File: src/rtl/totem_pwm_pkg.sv
package totem_pwm_pkg;

    typedef enum logic [1:0] {
        CM_UP   = 2'd0,
        CM_DOWN = 2'd1,
        CM_UPDN = 2'd2
    } cnt_mode_e;

    typedef enum logic [1:0] {
        ST_OFF  = 2'd0,
        ST_POS  = 2'd1,
        ST_NEG  = 2'd2,
        ST_SWAP = 2'd3
    } leg_state_e;

endpackage

File: src/rtl/totem_pwm_ramp.sv
module totem_pwm_ramp
    import totem_pwm_pkg::*;
#(
    parameter int CNT_W = 16
) (
    input  logic             clk,
    input  logic             rst_n,
    input  logic             run,
    input  logic [1:0]       mode,
    input  logic [CNT_W-1:0] period_in,
    input  logic [CNT_W-1:0] cmp_in,
    output logic             raw,
    output logic             bnd,
    output logic [CNT_W-1:0] per_act,
    output logic [CNT_W-1:0] cmp_act
);

    localparam logic [CNT_W-1:0] ONE = CNT_W'(1);

    cnt_mode_e        m;
    logic [CNT_W-1:0] cnt_q, cnt_d;
    logic             dir_q, dir_d;
    logic             edge_c;

    assign m = cnt_mode_e'(mode);

    // next count and boundary detection
    always_comb begin
        cnt_d  = cnt_q;
        dir_d  = dir_q;
        edge_c = 1'b0;
        case (m)
            CM_DOWN: begin
                if (cnt_q == '0) begin
                    edge_c = 1'b1;
                    cnt_d  = period_in;
                end else begin
                    cnt_d = cnt_q - ONE;
                end
            end
            CM_UPDN: begin
                if (dir_q) begin
                    if (cnt_q >= per_act) begin
                        edge_c = 1'b1;
                        dir_d  = 1'b0;
                        cnt_d  = cnt_q - ONE;
                    end else begin
                        cnt_d = cnt_q + ONE;
                    end
                end else if (cnt_q == '0) begin
                    dir_d = 1'b1;
                    cnt_d = ONE;
                end else begin
                    cnt_d = cnt_q - ONE;
                end
            end
            default: begin
                if (cnt_q >= per_act) begin
                    edge_c = 1'b1;
                    cnt_d  = '0;
                end else begin
                    cnt_d = cnt_q + ONE;
                end
            end
        endcase
    end

    always_ff @(posedge clk or negedge rst_n) begin
        if (!rst_n) begin
            cnt_q   <= '0;
            dir_q   <= 1'b1;
            per_act <= '0;
            cmp_act <= '0;
        end else if (!run) begin
            cnt_q   <= (m == CM_DOWN) ? period_in : '0;
            dir_q   <= 1'b1;
            per_act <= period_in;
            cmp_act <= cmp_in;
        end else begin
            cnt_q <= cnt_d;
            dir_q <= dir_d;
            if (edge_c) begin
                per_act <= period_in;
                cmp_act <= cmp_in;
            end
        end
    end

    assign bnd = edge_c & run;
    assign raw = (cmp_act >= per_act) | (cnt_q < cmp_act);

endmodule

File: src/rtl/totem_pwm_dband.sv
module totem_pwm_dband #(
    parameter int DT_W = 8
) (
    input  logic            clk,
    input  logic            rst_n,
    input  logic            run,
    input  logic            req,
    input  logic [DT_W-1:0] dead,
    output logic            out
);

    logic [DT_W-1:0] dly_q;
    logic            out_q;

    always_ff @(posedge clk or negedge rst_n) begin
        if (!rst_n) begin
            dly_q <= '0;
            out_q <= 1'b0;
        end else if (!run || !req) begin
            dly_q <= '0;
            out_q <= 1'b0;
        end else if (!out_q) begin
            if (dly_q >= dead) begin
                out_q <= 1'b1;
            end else begin
                dly_q <= dly_q + DT_W'(1);
            end
        end
    end

    assign out = out_q;

endmodule

File: src/rtl/totem_pwm.sv
module totem_pwm
    import totem_pwm_pkg::*;
#(
    parameter int CNT_W = 16,
    parameter int DT_W  = 8
) (
    input  logic             clk,
    input  logic             rst_n,
    input  logic             en,
    input  logic [1:0]       mode_sel,
    input  logic [CNT_W-1:0] period_in,
    input  logic [CNT_W-1:0] cmp_in,
    input  logic [DT_W-1:0]  dead_in,
    input  logic             pol_pos,
    output logic             fast_hi_o,
    output logic             fast_lo_o,
    output logic             slow_hi_o,
    output logic             slow_lo_o
);

    localparam int N_FAST = 2;
    localparam int IDX_HI = 0;
    localparam int IDX_LO = 1;

    leg_state_e        state_q, state_d;
    logic [DT_W-1:0]   swap_cnt_q;
    logic              tgt_pos_q;
    logic              ramp_raw, ramp_bnd;
    logic [CNT_W-1:0]  per_act, cmp_act;
    logic [N_FAST-1:0] fast_req, fast_q;
    logic              slow_hi_d, slow_lo_d, slow_hi_q, slow_lo_q;

    totem_pwm_ramp #(.CNT_W(CNT_W)) u_ramp (
        .clk       (clk),
        .rst_n     (rst_n),
        .run       (en),
        .mode      (mode_sel),
        .period_in (period_in),
        .cmp_in    (cmp_in),
        .raw       (ramp_raw),
        .bnd       (ramp_bnd),
        .per_act   (per_act),
        .cmp_act   (cmp_act)
    );

    // next state
    always_comb begin
        state_d = state_q;
        if (!en) begin
            state_d = ST_OFF;
        end else begin
            unique case (state_q)
                ST_OFF:  state_d = pol_pos ? ST_POS : ST_NEG;
                ST_POS:  if (ramp_bnd && !pol_pos) state_d = ST_SWAP;
                ST_NEG:  if (ramp_bnd && pol_pos)  state_d = ST_SWAP;
                ST_SWAP: if (swap_cnt_q >= dead_in)
                             state_d = tgt_pos_q ? ST_POS : ST_NEG;
            endcase
        end
    end

    // state register
    always_ff @(posedge clk or negedge rst_n) begin
        if (!rst_n) begin
            state_q    <= ST_OFF;
            swap_cnt_q <= '0;
            tgt_pos_q  <= 1'b1;
        end else begin
            state_q    <= state_d;
            swap_cnt_q <= (state_q == ST_SWAP) ? swap_cnt_q + DT_W'(1) : '0;
            if (state_d == ST_SWAP && state_q != ST_SWAP) begin
                tgt_pos_q <= pol_pos;
            end
        end
    end

    // outputs per state
    always_comb begin
        fast_req  = '0;
        slow_hi_d = 1'b0;
        slow_lo_d = 1'b0;
        unique case (state_q)
            ST_POS: begin
                fast_req[IDX_LO] = ramp_raw;
                fast_req[IDX_HI] = ~ramp_raw;
                slow_lo_d        = 1'b1;
            end
            ST_NEG: begin
                fast_req[IDX_HI] = ramp_raw;
                fast_req[IDX_LO] = ~ramp_raw;
                slow_hi_d        = 1'b1;
            end
            ST_OFF, ST_SWAP: begin
                fast_req = '0;
            end
        endcase
    end

    for (genvar g = 0; g < N_FAST; g++) begin : g_leg
        totem_pwm_dband #(.DT_W(DT_W)) u_db (
            .clk   (clk),
            .rst_n (rst_n),
            .run   (en),
            .req   (fast_req[g]),
            .dead  (dead_in),
            .out   (fast_q[g])
        );
    end

    always_ff @(posedge clk or negedge rst_n) begin
        if (!rst_n) begin
            slow_hi_q <= 1'b0;
            slow_lo_q <= 1'b0;
        end else begin
            slow_hi_q <= en & slow_hi_d;
            slow_lo_q <= en & slow_lo_d;
        end
    end

    assign fast_hi_o = fast_q[IDX_HI];
    assign fast_lo_o = fast_q[IDX_LO];
    assign slow_hi_o = slow_hi_q;
    assign slow_lo_o = slow_lo_q;

endmodule

File: config.mk
export PLATFORM = sky130hd
export DESIGN_NAME = totem_pwm
export DESIGN_NICKNAME = d
export VERILOG_FILES = /design/src/rtl/totem_pwm_pkg.sv /design/src/rtl/totem_pwm_ramp.sv /design/src/rtl/totem_pwm_dband.sv /design/src/rtl/totem_pwm.sv
export SDC_FILE = /design/constraint.sdc
export NUM_CORES = 1
export LEC_CHECK = 0
export ABC_AREA = 1
export BUFFER_PORTS_ARGS = -buffer_cell sky130_fd_sc_hd__buf_2
export CAP_MARGIN = 20
export CORE_MARGIN = 2
export CORE_UTILIZATION = 40
export DETAILED_ROUTE_END_ITERATION = 10
export GPL_TIMING_DRIVEN = 0
export SETUP_SLACK_MARGIN = 0.2
export SYNTH_ARGS = -nofsm -noshare
export SYNTH_HDL_FRONTEND = slang
export SYNTH_HIERARCHICAL = 1
export SYNTH_SLANG_ARGS = --single-unit
File: constraint.sdc
create_clock -name clk -period 2 [get_ports clk]
set_input_delay 0.1 -clock clk [delete_from_list [all_inputs] [get_ports clk]]
set_output_delay 0.1 -clock clk [all_outputs]
set_load 0.01 [all_outputs]
After elaboration in Yosys (flattened, before gate mapping)
Index checks and enable logic that the tools add are counted.

word-level totals
  register bits = 80
  bits of input ports = 46
  output and inout port bits = 4
  word-level logic and storage cells = 99

cells by class
  add/sub/neg operators = 5
  order comparisons = 6
  equality and inequality tests = 13
  multiplexer cells = 43
  bitwise logic cells = 5
  reductions and logical operators = 14

operators with widths
  kind                                                 count
  two-way mux 16 bit                                   11
  two-way mux 8 bit                                    7
  greater-or-equal comparator 16 bit                   2
  case mux 16 bit (2 select lines)                     1
  adder 8 x 1 -> 8 bit, second input constant          3
  greater-or-equal comparator 8 bit                    3
  adder 16 x 1 -> 16 bit, second input constant        1
  zero test 16 bit                                     1
  < comparator 16 bit                                  1
  subtractor 16 x 1 -> 16 bit, second input constant   1
  two-way mux 1 bit                                    15
  two-way mux 2 bit                                    6
  equality test 2 bit, second input constant           4
  != test 2 x 1 -> 1 bit, second input constant        4
  case mux 2 bit (4 select lines)                      1
  != test 2 bit, second input constant                 3
  case mux 2 bit (3 select lines)                      1
  equality test 2 x 1 -> 1 bit, second input constant  2
  zero test 1 bit                                      4
  AND reduction 2 bit                                  2
  bitwise AND 1 bit                                    3
  logical AND 1 bit                                    3
  zero test 2 bit                                      1
  logical OR 1 bit                                     2
  other kinds (4)                                      4

Longest topological paths before layout
Gate-level depths: netlist (run 1).

  depth in word-level cells = 11
  mapped depth = 20
  mapped depth without buffers = 20

By module
The synthesis (run 1) kept the hierarchy.

by module, submodules not included
  module           instances  cells an instance  area an instance (um^2)  sequential area each (um^2)
  totem_pwm_ramp   1          674                4645.7                   1227.4
  totem_pwm_dband  2          112                797.0                    225.2
  totem_pwm        1          107                815.8                    326.6

Worst setup path after synthesis (run 1)
Ideal clock, no wire load.

  path type = flip-flop to flip-flop
  start = register u_ramp.cnt_q[6]
  end = register tgt_pos_q
  library setup time = 0.076 ns
  arrival time = 1.992 ns
  required time = 1.924 ns
  path slack = -0.068 ns
  cell stages (with the launch flop) = 19
  path buffers = 0
  period minus slack after synthesis = 2.068 ns
  cell sequence = dfrtp_1 -> ha_1 -> nand2_1 -> inv_1 -> nand2_1 -> nor2_1 -> nor2_1 -> nand2_1 -> nand2_2 -> nand2_1 -> nand2_1 -> a21oi_1 -> nor2_1 -> nor2_1 -> o21ai_1 -> nor2_1 -> nand2_1 -> nand2_1 -> nand2_1

between the ends
  cells in the longest elaborated chain, start to end = 11
  elaborated cells on any way between the ends = 15
  those cells by class = 1 x order compare; 1 x eq/ne; 8 x mux; 1 x bitwise; 4 x reduce/logical

ends and longest elaborated chain
  element                                      RTL line                                    text
  start: declaration                           totem_pwm_ramp.sv:21                        logic [CNT_W-1:0] cnt_q, cnt_d;
  start signal: assignment                     totem_pwm_ramp.sv:75                        cnt_q <= (m == CM_DOWN) ? period_in : '0;
  start signal: assignment                     totem_pwm_ramp.sv:80                        cnt_q <= cnt_d;
  greater-or-equal comparator 16 bit           totem_pwm_ramp.sv:43, totem_pwm_ramp.sv:58
  two-way mux 1 bit                            totem_pwm_ramp.sv:43, totem_pwm_ramp.sv:58
  two-way mux 1 bit                            totem_pwm_ramp.sv:42                        if (dir_q) begin
  case mux 1 bit (2 select lines) (*)          totem_pwm_ramp.sv:32                        case (m)
  bitwise AND 1 bit (*)                        totem_pwm_ramp.sv:89                        assign bnd = edge_c & run;
  via ramp_bnd                                 totem_pwm.sv:28                             logic ramp_raw, ramp_bnd;
  logical AND 1 bit, on equally long branches  totem_pwm.sv:55, totem_pwm.sv:54
  two-way mux 2 bit, on equally long branches  totem_pwm.sv:55, totem_pwm.sv:54
  case mux 2 bit (4 select lines) (*)          totem_pwm.sv:52                             unique case (state_q)
  two-way mux 2 bit (*)                        totem_pwm.sv:49                             if (!en) begin
  equality test 2 bit (*)                      totem_pwm.sv:71                             if (state_d == ST_SWAP && state_q != ST_SWAP) begin
  logical AND 1 bit (*)                        totem_pwm.sv:71
  end signal: assignment                       totem_pwm.sv:72                             tgt_pos_q <= pol_pos;
  end: declaration                             totem_pwm.sv:27                             logic tgt_pos_q;

The timed path passes the listed nets; every way through them passes the cells marked *.
A chain may end at the register's enable or synchronous reset.

Worst setup path in the final report (run 1)
  start = register u_ramp.cnt_q[10]
  end = register g_leg[1].u_db.dly_q[1]

between the ends
  cells in the longest elaborated chain, start to end = 8
  elaborated cells on any way between the ends = 10
  those cells by class = 1 x order compare; 2 x eq/ne; 2 x mux; 2 x bitwise; 3 x reduce/logical

ends and longest elaborated chain
  element                                                            RTL line               text
  < comparator 16 bit (*)                                            totem_pwm_ramp.sv:90   assign raw = (cmp_act >= per_act) | (cnt_q < cmp_act);
  bitwise OR 1 bit (*)                                               totem_pwm_ramp.sv:90
  via ramp_raw                                                       totem_pwm.sv:28
  inverter 1 bit                                                     totem_pwm.sv:90        fast_req[IDX_LO] = ~ramp_raw;
  case mux 2 bit (3 select lines) (*)                                totem_pwm.sv:82        unique case (state_q)
  via fast_req[1]                                                    totem_pwm.sv:30        logic [N_FAST-1:0] fast_req, fast_q;
  zero test 1 bit (*)                                                totem_pwm_dband.sv:19  end else if (!run || !req) begin
  logical OR 1 bit (*)                                               totem_pwm_dband.sv:19
  != test 2 bit (no line) or != test 2 x 1 -> 1 bit (tied branches)  n/a
  AND reduction 2 bit (no line)                                      n/a
  end signal: assignment                                             totem_pwm_dband.sv:26  dly_q <= dly_q + DT_W'(1);
  end: declaration                                                   totem_pwm_dband.sv:12  logic [DT_W-1:0] dly_q;

Marked as above.

==> summary.txt, run 1 <==
Power
  – Clk pwr share: 0.234
  – Worst VDD drop: between 0.4 and 0.5 mV
  – Leakage: between 0.004 and 0.005 uW
  – Switch share: 0.3978
  – Tot Pwr: ~7400 uW
  – Combinational share of power: 0.493
  – Pwr dens: around 780 mW/mm2
  – Switching pwr: between 2000 and 3000 uW
  – Sequential share of power: 0.273
  – Cell Int Power: ~4400 uW

CTS
  – Clk slew on worst S/H paths: ~0.070 ns
  – Max H-tree Level: 3
  – Clk sink count: 80
  – Deepest clock path buffer count: 2
  – Cts bufs inserted: 9
  – CTS root buffer: clkbuf_16
  – Worst-skew pair later-pin latency: approximately 0.35 ns
  – CTS tree: built

Placed design
  – Dpl cell area: approximately 0.0078 mm2
  – Place WS: -0.5167 ns
  – Placer Congestion: 0.9726
  – Port bufs: 49
  – DP HPWL: about 15 mm

Synth
  – Cell taking the most area after synthesis: dfrtp_1
  – Area share of the largest cell type after synthesis: 0.2766
  – Cell area after synthesis: between 0.007 and 0.008 mm2
  – Synth top cells by count: nand2_1 (289), inv_1 (133), ha_1 (79), dfrtp_1 (78), a21oi_1 (71)
  – Most frequent cell after synthesis: nand2_1
  – Synth Warn #: 6
  – Main area contributors after synthesis: dfrtp_1 (28%), nand2_1 (15%), ha_1 (14%), inv_1 (7.1%), a21oi_1 (5.0%)
  – Cells after synthesis: around 1.0k
  – Post-synthesis area per instance: 7.020 um2
  – Ys flop type: dfrtp_1
  – Post-synthesis sequential area ratio: 0.2841
  – Synth cell types: 37
  – Syn_nets: approximately 1.1k
  – Flops & latches, synth: 80
  – Post-synth EDFFs: 0
  – Synth async-reset ratio: 1.000

Timing
  – Final setup viols: 70
  – Rel. slew slack: 0.4777
  – Min cycle time layout: between 2 and 2.5 ns
  – Post-route setup TNS: -14.30 ns
  – Setup ws final: -0.2853 ns
  – Slew Viols, Final: 0
  – RSZ-0062 raised after global routing: yes
  – Final hold slack: between 0.004 and 0.005 ns
  – Period utilization: 1.143
  – Fmax: between 400 and 500 MHz
  – Final setup skew: slightly above 0.01 ns
  – Fin. Hold Viols: 0
  – Worst-margin pin slew: a little under 0.8 ns

Worst setup path
  – Reg2reg end: g_leg[1].u_db/dly_q[1]$_DFFE_PN0P_
  – Max incr delay on CP: 0.49 ns
  – Setup crit start: u_ramp/cnt_q[10]$_DFF_PN0_
  – Setup CP Type: flop to flop
  – Critical path, cell by cell: ha_1 > inv_1 > o31ai_1 > a21oi_1 > nand2_1 > nand4_1 > o21ai_1 > nand2_1 > inv_2 > buf_6 > nand4_1 > nand2_1
  – Crit-path max FO: 7
  – R2r startpoint: u_ramp/cnt_q[10]$_DFF_PN0_
  – CP arrival: 2.57 ns
  – Top delay family on crit path: simple AND/OR/NAND/NOR gates
  – R2R depth: 12
  – Crit-path most repeated cell: nand2_1
  – Worst EP required: roughly 2.3 ns
  – Worst Setup End Kind: flop
  – Startpoint types: flop
  – Reg-to-reg slack, setup: -0.29 ns
  – Slowest cell on crit path: dfrtp_2
  – Worst Path Buf+Inv: 3

Routing
  – Post-route DRC: 0
  – Vias: 7041
  – DRT antenna net count: 0
  – Drt pass-1 iters: 7
  – Routed vias/inst: ~5.1
  – Per-cell routed wire length: roughly 16 um
  – Post-Route WL: around 21 mm
  – 1st-iter DRT viols: 397

Layout
  – Final-layout fill cell count: between 1.5k and 2k
  – Final nets: roughly 1.3k
  – Layout cells sized above 1: 0.3025
  – Area grow syn2layout: 34.28%
  – Final Cell Area: between 0.009 and 0.01 mm2
  – Number of diodes: 0

GRT
  – Pin count of the biggest net entering global routing: between 50 and 60
  – GRT Overall Usage: 0.2326
  – Antenna violations before repair: 0
  – Vias in the first global route: about 6.9k
  – GRT Residual Overflow: 0
  – First-pass GRT wire length: 33.73 mm

Floorplan
  – Initial core utilization: 0.4079
  – Vert. Die Dim: about 140 um
  – FP Rows: 48
  – Ports: 50
  – Chip Width: 136.8 um
  – Area of the die: roughly 0.019 mm2
  – Core box area: around 0.017 mm2

Min path
  – Min-Delay Endpoint: u_ramp/per_act[11]$_DFFE_PN0P_
  – Worst Hold Class: input port to flop
  – Hold path cells: 3
  – Hold_sp: period_in[11]

Outcome
  – Violated checks: setup timing
  – Outcome: complete, but fails checks

Run
  – Maxcap violations: 0
[routing by layer]
layer / GRT usage / wire length [um] / vias up
met5: 0 / 0 / -
met4: 0.07503 / 537 / 0
met3: 0.03778 / 1099 / 34
met2: 0.4103 / 10550 / 221
met1: 0.2891 / 9192 / 3248
li1: - / - / 3538
[flip-flops by register name (all words and copies together), names as in the netlist, 2 cells and up]
name and count:
g_leg.u_db/dly_q 16, g_leg.u_db/out 2, state_q 2, swap_cnt_q 8
u_ramp/cmp_act 16, u_ramp/cnt_q 16, u_ramp/per_act 16
[repair_timing]
action / in CTS / in global routing
gates cloned: 6 / 4
hold endpoints to repair: 50 / 0
setup buffers: 33 / 12
endpoints found under the setup margin: 70 / 70
hold buffers: 21 / 0
pin swaps: 25 / 47
resized for setup: 74 / 73
[how the worst max path moves through the flow]
stage | slack, ns | end | cells after the start
2_1_floorplan | 0.02 | tgt_pos_q$_DFFE_PN1P_ | 18
3_3_place_gp | -0.48 | u_ramp/cnt_q[2]$_DFF_PN0_ | 14
3_5_place_dp | -0.52 | u_ramp/cnt_q[2]$_DFF_PN0_ | 14
4_1_cts | -0.28 | g_leg[0].u_db/dly_q[3]$_DFFE_PN0P_ | 14
5_1_grt | -0.43 | g_leg[1].u_db/dly_q[1]$_DFFE_PN0P_ | 15
6_report | -0.29 | g_leg[1].u_db/dly_q[1]$_DFFE_PN0P_ | 12
[area by class of cell]
cell class                 instances  area [um2]  share of cell area
multi-input combinational        757        4887              0.5158
clock buffer                      12       246.5             0.02602
timing repair buffer             126        1194              0.1260
sequential                        80        2019              0.2132
buffer                            22       234.0             0.02470
clock inverter                     4       53.80            0.005679
inverter                         146       558.0             0.05890
tap                              225       281.5             0.02971
[cell usage in the layout (no fill, tap or decap), types with 11 or more instances in the layout]
master / n
dfrtp_2: 12
buf_2: 51
nand2_1: 257
clkbuf_16: 13
buf_4: 30
xor2_1: 14
inv_2: 24
nand2_2: 39
buf_6: 15
nand3_1: 42
nand3_2: 27
nand4_1: 29
nor2_1: 63
dfrtp_1: 66
o21ai_1: 15
o21ai_2: 32
a21oi_2: 11
nand2_4: 17
dlygate4sd3_1: 21
inv_1: 113
ha_1: 69
a21oi_1: 59
nor2_2: 12
o21ai_0: 12
[stage by stage]
| stage | std cells | util |
|---|---|---|
| 2_1_floorplan | 1005 | - |
| 3_3_place_gp | 1279 | 0.4471 |
| 3_5_place_dp | 1280 | 0.4489 |
| 4_1_cts | 1356 | 0.5197 |
| 5_1_grt | 1372 | 0.5477 |
| 6_report | 1372 | 0.5477 |
[power by group through the flow]
stage | registers, uW | clock network [uW] | logic, uW
after global placement | 2040 | 0 | 2460
after detailed placement | 2040 | 0 | 2510
final | 2010 | 1720 | 3630
after CTS | 2000 | 1760 | 3180
after floorplan | 1980 | 0 | 1890
after global routing | 2030 | 1850 | 4010
[worst reg2reg max path, stage by stage (launching register included)]
cell,delay (ns)
dfrtp_2,0.49
ha_1,0.31
inv_1,0.06
o31ai_1,0.24
a21oi_1,0.12
nand2_1,0.08
nand4_1,0.18
o21ai_1,0.17
nand2_1,0.12
inv_2,0.15
buf_6,0.14
nand4_1,0.09
nand2_1,0.07
[cells by family (layout without fill, tap and decap cells)]
family / count (synthesis) / after routing / share of synthesized area
AOI/OAI and AO/OA: 138 / 138 / 0.1156
DFF: 80 / 80 / 0.2841
adders and majority gates: 79 / 79 / 0.1401
and+or+nand+nor: 522 / 522 / 0.3392
xor gates and xnor gates: 18 / 18 / 0.02235
buffers and inverters: 168 / 310 / 0.09860
(Power assumes the default switching activity.)
==> run 2, diff against run 1 <==
==> constraint.sdc (replaced) <==
create_clock -name clk -period 2.6 [get_ports clk]
set_input_delay 0.13 -clock clk [delete_from_list [all_inputs] [get_ports clk]]
set_output_delay 0.13 -clock clk [all_outputs]
set_load 0.01 [all_outputs]
==> run 2 against run 1 <==
  * Clock-buffer cell count increased by 2
  * Highest routed layer unchanged
  * Sequential power decreased by 23%
  * Via count decreased by 5.7%
  * The run ends with hold timing left
  * Critical path depth increased by 3
  * Maximum frequency decreased by 0.40%
  * Largest cell class unchanged
  * Wire length decreased by 9.4%
==> summary.txt, run 2 (same netlist as run 1, synthesis figures left out) <==
GRT
  – Antenna violations before repair: 0 (unchanged)
  – GRT Overall Usage: 0.2147 (-0.01792)
  – Vias in the first global route: 6133 (-11%)
  – First-pass GRT wire length: 31.19 mm (-7.5%)
  – Pin count of the biggest net entering global routing: 57 (+9.6%)
  – GRT Residual Overflow: 0 (unchanged)

Floorplan
  – Core box area: 0.01730 mm2 (unchanged)
  – Vert. Die Dim: 136.8 um (unchanged)
  – Chip Width: 136.8 um (unchanged)
  – Initial core utilization: 0.4079 (unchanged)
  – FP Rows: 48 (unchanged)
  – Area of the die: 0.01872 mm2 (unchanged)
  – Ports: 50 (unchanged)

Layout
  – Most frequent cells in the layout: nand2_1 (282), inv_1 (126), ha_1 (73)
  – Area grow syn2layout: 19.37%
  – Layout Cells excl Fill: 1327 (-3.3%)
  – Final core occ: 0.4869 (-0.06084)
  – Layout cells sized above 1: 0.2033 (-0.09926)
  – Commonest non-fill, non-tap cell in the layout: nand2_1
  – Final nets: 1222 (-3.6%)
  – Number of diodes: 0 (unchanged)

Timing
  – Final setup skew: 0.006737 ns (-0.003332 ns)
  – RSZ-0062 raised after global routing: yes
  – Final hold slack: -0.0007448 ns (-0.005239 ns)
  – Setup ws final: 0.3054 ns (+0.5907 ns)
  – Rel. slew slack: 0.5531 (+0.07538)
  – Period utilization: 0.8825 (-0.2601)
  – Final setup viols: 0 (-100%)
  – Fin. Hold Viols: 1 (+1)
  – Fmax: 435.8 MHz (-0.40%)
  – Worst-margin pin slew: 0.6703 ns (-0.1131 ns)
  – Slew Viols, Final: 0 (unchanged)
  – Min cycle time layout: 2.295 ns (+0.009283 ns)

CTS
  – Deepest clock path buffer count: 2 (unchanged)
  – CTS tree: built
  – Max H-tree Level: 3 (unchanged)
  – Worst-skew pair later-pin latency: 0.35 ns (about the same)
  – Clk sink count: 80 (unchanged)
  – CTS root buffer: clkbuf_16
  – Cts bufs inserted: 9 (unchanged)
  – Clk slew on worst S/H paths: 0.06 ns (about the same)

Outcome
  – Outcome: complete, but fails checks
  – Violated checks: hold timing

Routing
  – Post-Route WL: 19.37 mm (-9.4%)
  – Routed vias/inst: 5.002 (-2.5%)
  – Drt pass-1 iters: 5 (-2)
  – 1st-iter DRT viols: 436 (+9.8%)
  – Per-cell routed wire length: 14.60 um (-6.3%)
  – Post-route DRC: 0 (unchanged)
  – DRT antenna net count: 0 (unchanged)
  – Vias: 6637 (-5.7%)

Worst setup path
  – Max incr delay on CP: 0.42 ns (-0.07 ns)
  – Crit-path max FO: 5 (-2)
  – Setup CP Type: flop to flop
  – Startpoint types: flop
  – Slowest cell on crit path: dfrtp_2
  – CP arrival: 2.58 ns (about the same)
  – Crit-path most repeated cell: nand2_1
  – Critical path, cell by cell: buf_4 > nor2_4 > nand3_2 > nor2_1 > nand3b_1 > nor2_2 > nand2_2 > a21oi_4 > nand2_1 > a21oi_2 > nand2_2 > nand2_2 > nand2_1 > nand2_1 > nand2_1
  – Worst Setup End Kind: flop
  – Worst EP required: 2.88 ns (+0.59 ns)

Power
  – Leakage: 0.004429 uW (-9.1%)
  – Pwr dens: 593.2 mW/mm2 (-24%)
  – Worst VDD drop: 0.3352 mV (-21%)
  – Tot Pwr: 4996 uW (-32%)

Min path
  – Worst Hold Class: input port to flop

Placed design
  – Port bufs: 49 (unchanged)
  – Placer Congestion: 0.9286 (-4.5%)
  – DP HPWL: 14.39 mm (-2.5%)
  – Placed Instances: 1280 (unchanged)
  – Place WS: -0.2263 ns (+0.2904 ns)

Run
  – Maxcap violations: 0 (unchanged)
## run 2: cell count changes in the layout (fill, tap and decap cells not counted), sizes merged
cell / before / now
buf: 114 / 81
dlygate4sd3: 21 / 16
clkbuf: 22 / 20
bufbuf: 3 / 0
inv: 142 / 141
clkinvlp: 2 / 1
## run 2: area by class of cell
type	instances	area, um2
clock inverters	2	37.54
well taps	225	281.5
fillers	1803	8875
clock buffers	14	264.0
multi-input cells	757	4543
flip-flops and latches	80	2017
plain buffers	22	160.2
repair buffers	81	568.0
inverters	146	550.5
## run 2: what timing repair did
| item | 4_1_cts | 5_1_grt |
|---|---|---|
| gates cloned | 0 | 1 |
| hold buffers | 16 | 0 |
| endpoints found under the setup margin | 50 | 57 |
| resized for setup | 18 | 43 |
| setup buffers | 7 | 7 |
| hold endpoints to repair | 38 | 0 |
| pin swaps | 2 | 21 |
## run 2: metal layers
layer | track usage | vias to the layer above | share of wire
met5 | 0 | - | 0
met4 | 0.05212 | 0 | 0.017
met3 | 0.02963 | 22 | 0.039
met2 | 0.3733 | 143 | 0.49
met1 | 0.2816 | 3028 | 0.46
li1 | - | 3444 | -
## run 2: worst max-delay path: cells and delay by family (launching register included)
family          cells  cell delay, ns
simple gates       12            1.26
compound gates      2            0.36
flops               1            0.42
buf+inv             1            0.17
## run 2: final timing paths
check | start | to | slack [ns] | depth (start not counted)
min in group asynchronous | rst_n | g_leg[1].u_db/dly_q[5]$_DFFE_PN0P_ | 0.25 | 2
worst min-delay path | cmp_in[1] | u_ramp/cmp_act[1]$_DFFE_PN0P_ | -0.0007 | 3
max in group asynchronous | rst_n | tgt_pos_q$_DFFE_PN1P_ | 1.69 | 3
worst min register to register | tgt_pos_q$_DFFE_PN1P_ | tgt_pos_q$_DFFE_PN1P_ | 0.47 | 2
worst max register to register | u_ramp/cnt_q[6]$_DFF_PN0_ | tgt_pos_q$_DFFE_PN1P_ | 0.31 | 15
worst max-delay path | u_ramp/cnt_q[6]$_DFF_PN0_ | tgt_pos_q$_DFFE_PN1P_ | 0.31 | 15
## run 2: power breakdown
| group | total (uW) | switching, uW | leakage [uW] | internal [uW] |
|---|---|---|---|---|
| sequential | 1550 | 134 | 0.00102 | 1410 |
| combinational | 2110 | 1320 | 0.00327 | 796 |
| clock | 1340 | 541 | 0.000143 | 799 |
| total | 5000 | 1990 | 0.00443 | 3010 |
## run 2: stage by stage
step	area (um2)	setup TNS, ns	hold WS (ns)
2_1_floorplan	7056	0	-0.1656
4_1_cts	8162	0	0.0003532
6_report	8422	0	-0.0007448
5_1_grt	8422	0	0.02264
3_3_place_gp	7582	-2.236	0.3380
3_5_place_dp	7612	-2.258	0.08799
==> run 3, diff against run 2 <==
--- a/config.mk
+++ b/config.mk
@@ -8,10 +8,13 @@
 export ABC_AREA = 1
 export BUFFER_PORTS_ARGS = -buffer_cell sky130_fd_sc_hd__buf_2
 export CAP_MARGIN = 20
+export CELL_PAD_IN_SITES_DETAIL_PLACEMENT = 0
+export CELL_PAD_IN_SITES_GLOBAL_PLACEMENT = 2
 export CORE_MARGIN = 2
-export CORE_UTILIZATION = 40
+export CORE_UTILIZATION = 35
 export DETAILED_ROUTE_END_ITERATION = 10
 export GPL_TIMING_DRIVEN = 0
+export PLACE_DENSITY_LB_ADDON = 0.1
 export SETUP_SLACK_MARGIN = 0.2
 export SYNTH_ARGS = -nofsm -noshare
 export SYNTH_HDL_FRONTEND = slang
==> run 3 against run 2 <==
  * The run now ends clean
  * Total power grew 1.6%
  * Maximum frequency shrank 2.0%
  * First-iteration DRC count shrank 41%
  * Core utilization shrank 5.2 points
  * Setup slack lost 0.048 ns
  * Clock skew grew 0.0069 ns
  * Sequential power is essentially flat
  * Die area grew 14%
  * Non-clock buffer count grew 6
  * Hold slack gained 0.017 ns
  * Critical path type unchanged
  * Largest cell class unchanged
  * Largest power group unchanged
==> summary.txt, run 3 (same netlist as run 1, synthesis figures left out) <==
Floorplan
  – Initial core utilization: 0.3590 (-0.04892)
  – FP Rows: 51 (+6.3%)
  – Area of the die: 0.02131 mm2 (+14%)
  – Vert. Die Dim: 146.0 um (+6.7%)
  – Ports: 50 (unchanged)
  – Core box area: 0.01965 mm2 (+14%)
  – Chip Width: 146.0 um (+6.7%)

GRT
  – First-pass GRT wire length: 33.93 mm (+8.8%)
  – Vias in the first global route: 6327 (+3.2%)
  – GRT Overall Usage: 0.2016 (-0.01309)
  – Pin count of the biggest net entering global routing: 44 (-23%)
  – Antenna violations before repair: 0 (unchanged)
  – GRT Residual Overflow: 0 (unchanged)

Min path
  – Hold path cells: 3 (unchanged)
  – Hold_sp: cmp_in[2]
  – Worst Hold Class: input port to flop
  – Min-Delay Endpoint: u_ramp/cmp_act[2]$_DFFE_PN0P_

Timing
  – Final setup skew: 0.01366 ns (+0.006921 ns)
  – Period utilization: 0.9009 (+0.01838)
  – Slew Viols, Final: 0 (unchanged)
  – Final setup viols: 0 (unchanged)
  – RSZ-0062 raised after global routing: yes
  – Fin. Hold Viols: 0 (-1)
  – Worst-margin pin slew: 0.6900 ns (+0.01962 ns)
  – Min cycle time layout: 2.342 ns (+0.04779 ns)
  – Fmax: 426.9 MHz (-2.0%)
  – Rel. slew slack: 0.5400 (-0.01308)

Layout
  – Most frequent cells in the layout: nand2_1 (281), inv_1 (129), ha_1 (74)
  – Final-layout fill cell count: 2135 (+18%)
  – Final nets: 1228 (+0.49%)
  – Number of diodes: 0 (unchanged)
  – FF/Latch Area: 0.002019 mm2 (+0.12%)
  – Final Cell Area: 0.008554 mm2 (+1.6%)
  – Layout cells sized above 1: 0.2139 (+0.01063)
  – Commonest non-fill, non-tap cell in the layout: nand2_1
  – Layout Cells excl Fill: 1373 (+3.5%)
  – Area grow syn2layout: 21.24%
  – Final core occ: 0.4353 (-0.05165)
  – Multi-input logic area: 0.004557 mm2 (+0.30%)

Worst setup path
  – Worst Setup End Kind: flop
  – R2r startpoint: u_ramp/cnt_q[1]$_DFF_PN0_
  – Startpoint types: flop
  – Setup CP Type: flop to flop
  – Crit-path max FO: 4 (-1)
  – Reg2reg end: tgt_pos_q$_DFFE_PN1P_
  – Worst EP required: 2.87 ns (about the same)
  – CP arrival: 2.61 ns (+0.03 ns)
  – Reg-to-reg slack, setup: 0.26 ns (-0.05 ns)
  – R2R depth: 15 (unchanged)

Placed design
  – DP HPWL: 16.17 mm (+12%)
  – Placed Instances: 1320 (+3.1%)
  – Dpl cell area: 0.007662 mm2 (+0.66%)
  – Port bufs: 49 (unchanged)
  – Placer Congestion: 0.8143 (-12%)

CTS
  – Cts bufs inserted: 9 (unchanged)
  – CTS tree: built
  – Clk sink count: 80 (unchanged)
  – Worst-skew pair later-pin latency: 0.35 ns (about the same)
  – Clk slew on worst S/H paths: 0.07 ns (about the same)
  – CTS root buffer: clkbuf_16
  – Deepest clock path buffer count: 2 (unchanged)
  – Max H-tree Level: 3 (unchanged)

Power
  – Pwr dens: 593.1 mW/mm2 (about the same)
  – Worst VDD drop: 0.3448 mV (+2.9%)
  – Tot Pwr: 5074 uW (+1.6%)
  – Leakage: 0.004471 uW (+0.95%)

Routing
  – Vias: 6511 (-1.9%)
  – 1st-iter DRT viols: 256 (-41%)
  – Post-Route WL: 21.18 mm (+9.3%)
  – Per-cell routed wire length: 15.42 um (+5.6%)
  – DRT antenna net count: 0 (unchanged)
  – Post-route DRC: 0 (unchanged)
  – Drt pass-1 iters: 4 (-1)
  – Routed vias/inst: 4.742 (-5.2%)

Outcome
  – Outcome: finished clean

Run
  – Maxcap violations: 0 (unchanged)
[run 3: cell types whose count changed in the layout (fill, tap and decap cells not counted), moves of 2 or more]
| cell | previous run | this run |
|---|---|---|
| buf_4 | 13 | 18 |
| buf_6 | 10 | 12 |
| clkbuf_1 | 9 | 7 |
| dfrtp_1 | 68 | 66 |
| dfrtp_2 | 10 | 12 |
| dlygate4sd3_1 | 16 | 14 |
| inv_1 | 126 | 129 |
| inv_2 | 14 | 11 |
| nand2_2 | 23 | 25 |
| nand3_1 | 62 | 60 |
| o21ai_2 | 28 | 30 |
[run 3: repair_timing]
item,in CTS,in global routing
hold buffers,14,0
gates resized for setup,18,50
pin swaps,3,20
buffers inserted,5,16
setup endpoints to repair,62,67
gates cloned,0,2
hold endpoints to repair,50,0
[run 3: through the flow]
stage               TNS, ns  hold WS, ns  worst slack, ns
finish                    0      0.01592           0.2576
global route              0      0.03995          0.09494
CTS                       0     0.002474           0.1842
detailed placement   -2.336       0.1584          -0.2128
global placement     -1.716       0.3347          -0.1836
floorplan                 0      -0.1656           0.5323
[run 3: power breakdown]
group	switching (uW)	total, uW	leakage, uW	internal (uW)
clock	556	1360	0.000149	800
sequential	145	1560	0.00102	1410
combinational	1330	2160	0.00330	834
[run 3: routing by layer]
layer | global-route usage | vias up | part of all wire
li1 | - | 3450 | -
met1 | 0.2689 | 2946 | 0.47
met2 | 0.3476 | 96 | 0.49
met3 | 0.02382 | 19 | 0.025
met4 | 0.05146 | 0 | 0.014
met5 | 0 | - | 0
[run 3: worst max-delay path, cell delays in order (launching register included)]
cell and delay, ns:
dfrtp_2 0.46, buf_12 0.14, inv_1 0.07, ha_1 0.18, nand4_1 0.09, nand3b_1 0.24, nor2_2 0.20, nand2_2 0.15
a21oi_4 0.18, nor2_1 0.06, nor2_1 0.08, o21ai_1 0.08, nor2_1 0.16, nand2_1 0.07, nand2_1 0.05, nand2_1 0.05
[run 3: how the worst max path moves through the flow]
stage	start	endpoint	slack (ns)	cells after the start
2_1_floorplan	u_ramp/cnt_q[6]$_DFF_PN0_	tgt_pos_q$_DFFE_PN1P_	0.53	18
3_3_place_gp	u_ramp/cnt_q[10]$_DFF_PN0_	g_leg[0].u_db/dly_q[3]$_DFFE_PN0P_	-0.18	12
3_5_place_dp	u_ramp/cnt_q[10]$_DFF_PN0_	g_leg[0].u_db/dly_q[3]$_DFFE_PN0P_	-0.21	12
4_1_cts	u_ramp/cnt_q[7]$_DFF_PN0_	tgt_pos_q$_DFFE_PN1P_	0.18	18
5_1_grt	u_ramp/cnt_q[9]$_DFF_PN0_	tgt_pos_q$_DFFE_PN1P_	0.09	15
6_report	u_ramp/cnt_q[1]$_DFF_PN0_	tgt_pos_q$_DFFE_PN1P_	0.26	15
[run 3: area by class of cell]
| cell class | instances | area share |
|---|---|---|
| plain buffers | 22 | 0.01872 |
| clock buffers | 12 | 0.02998 |
| clock inverters | 4 | 0.005997 |
| inverters | 146 | 0.06436 |
| multi-input cells | 757 | 0.5327 |
| flip-flops and latches | 80 | 0.2361 |
| well taps | 265 | 0.03876 |
| repair buffers | 87 | 0.07342 |
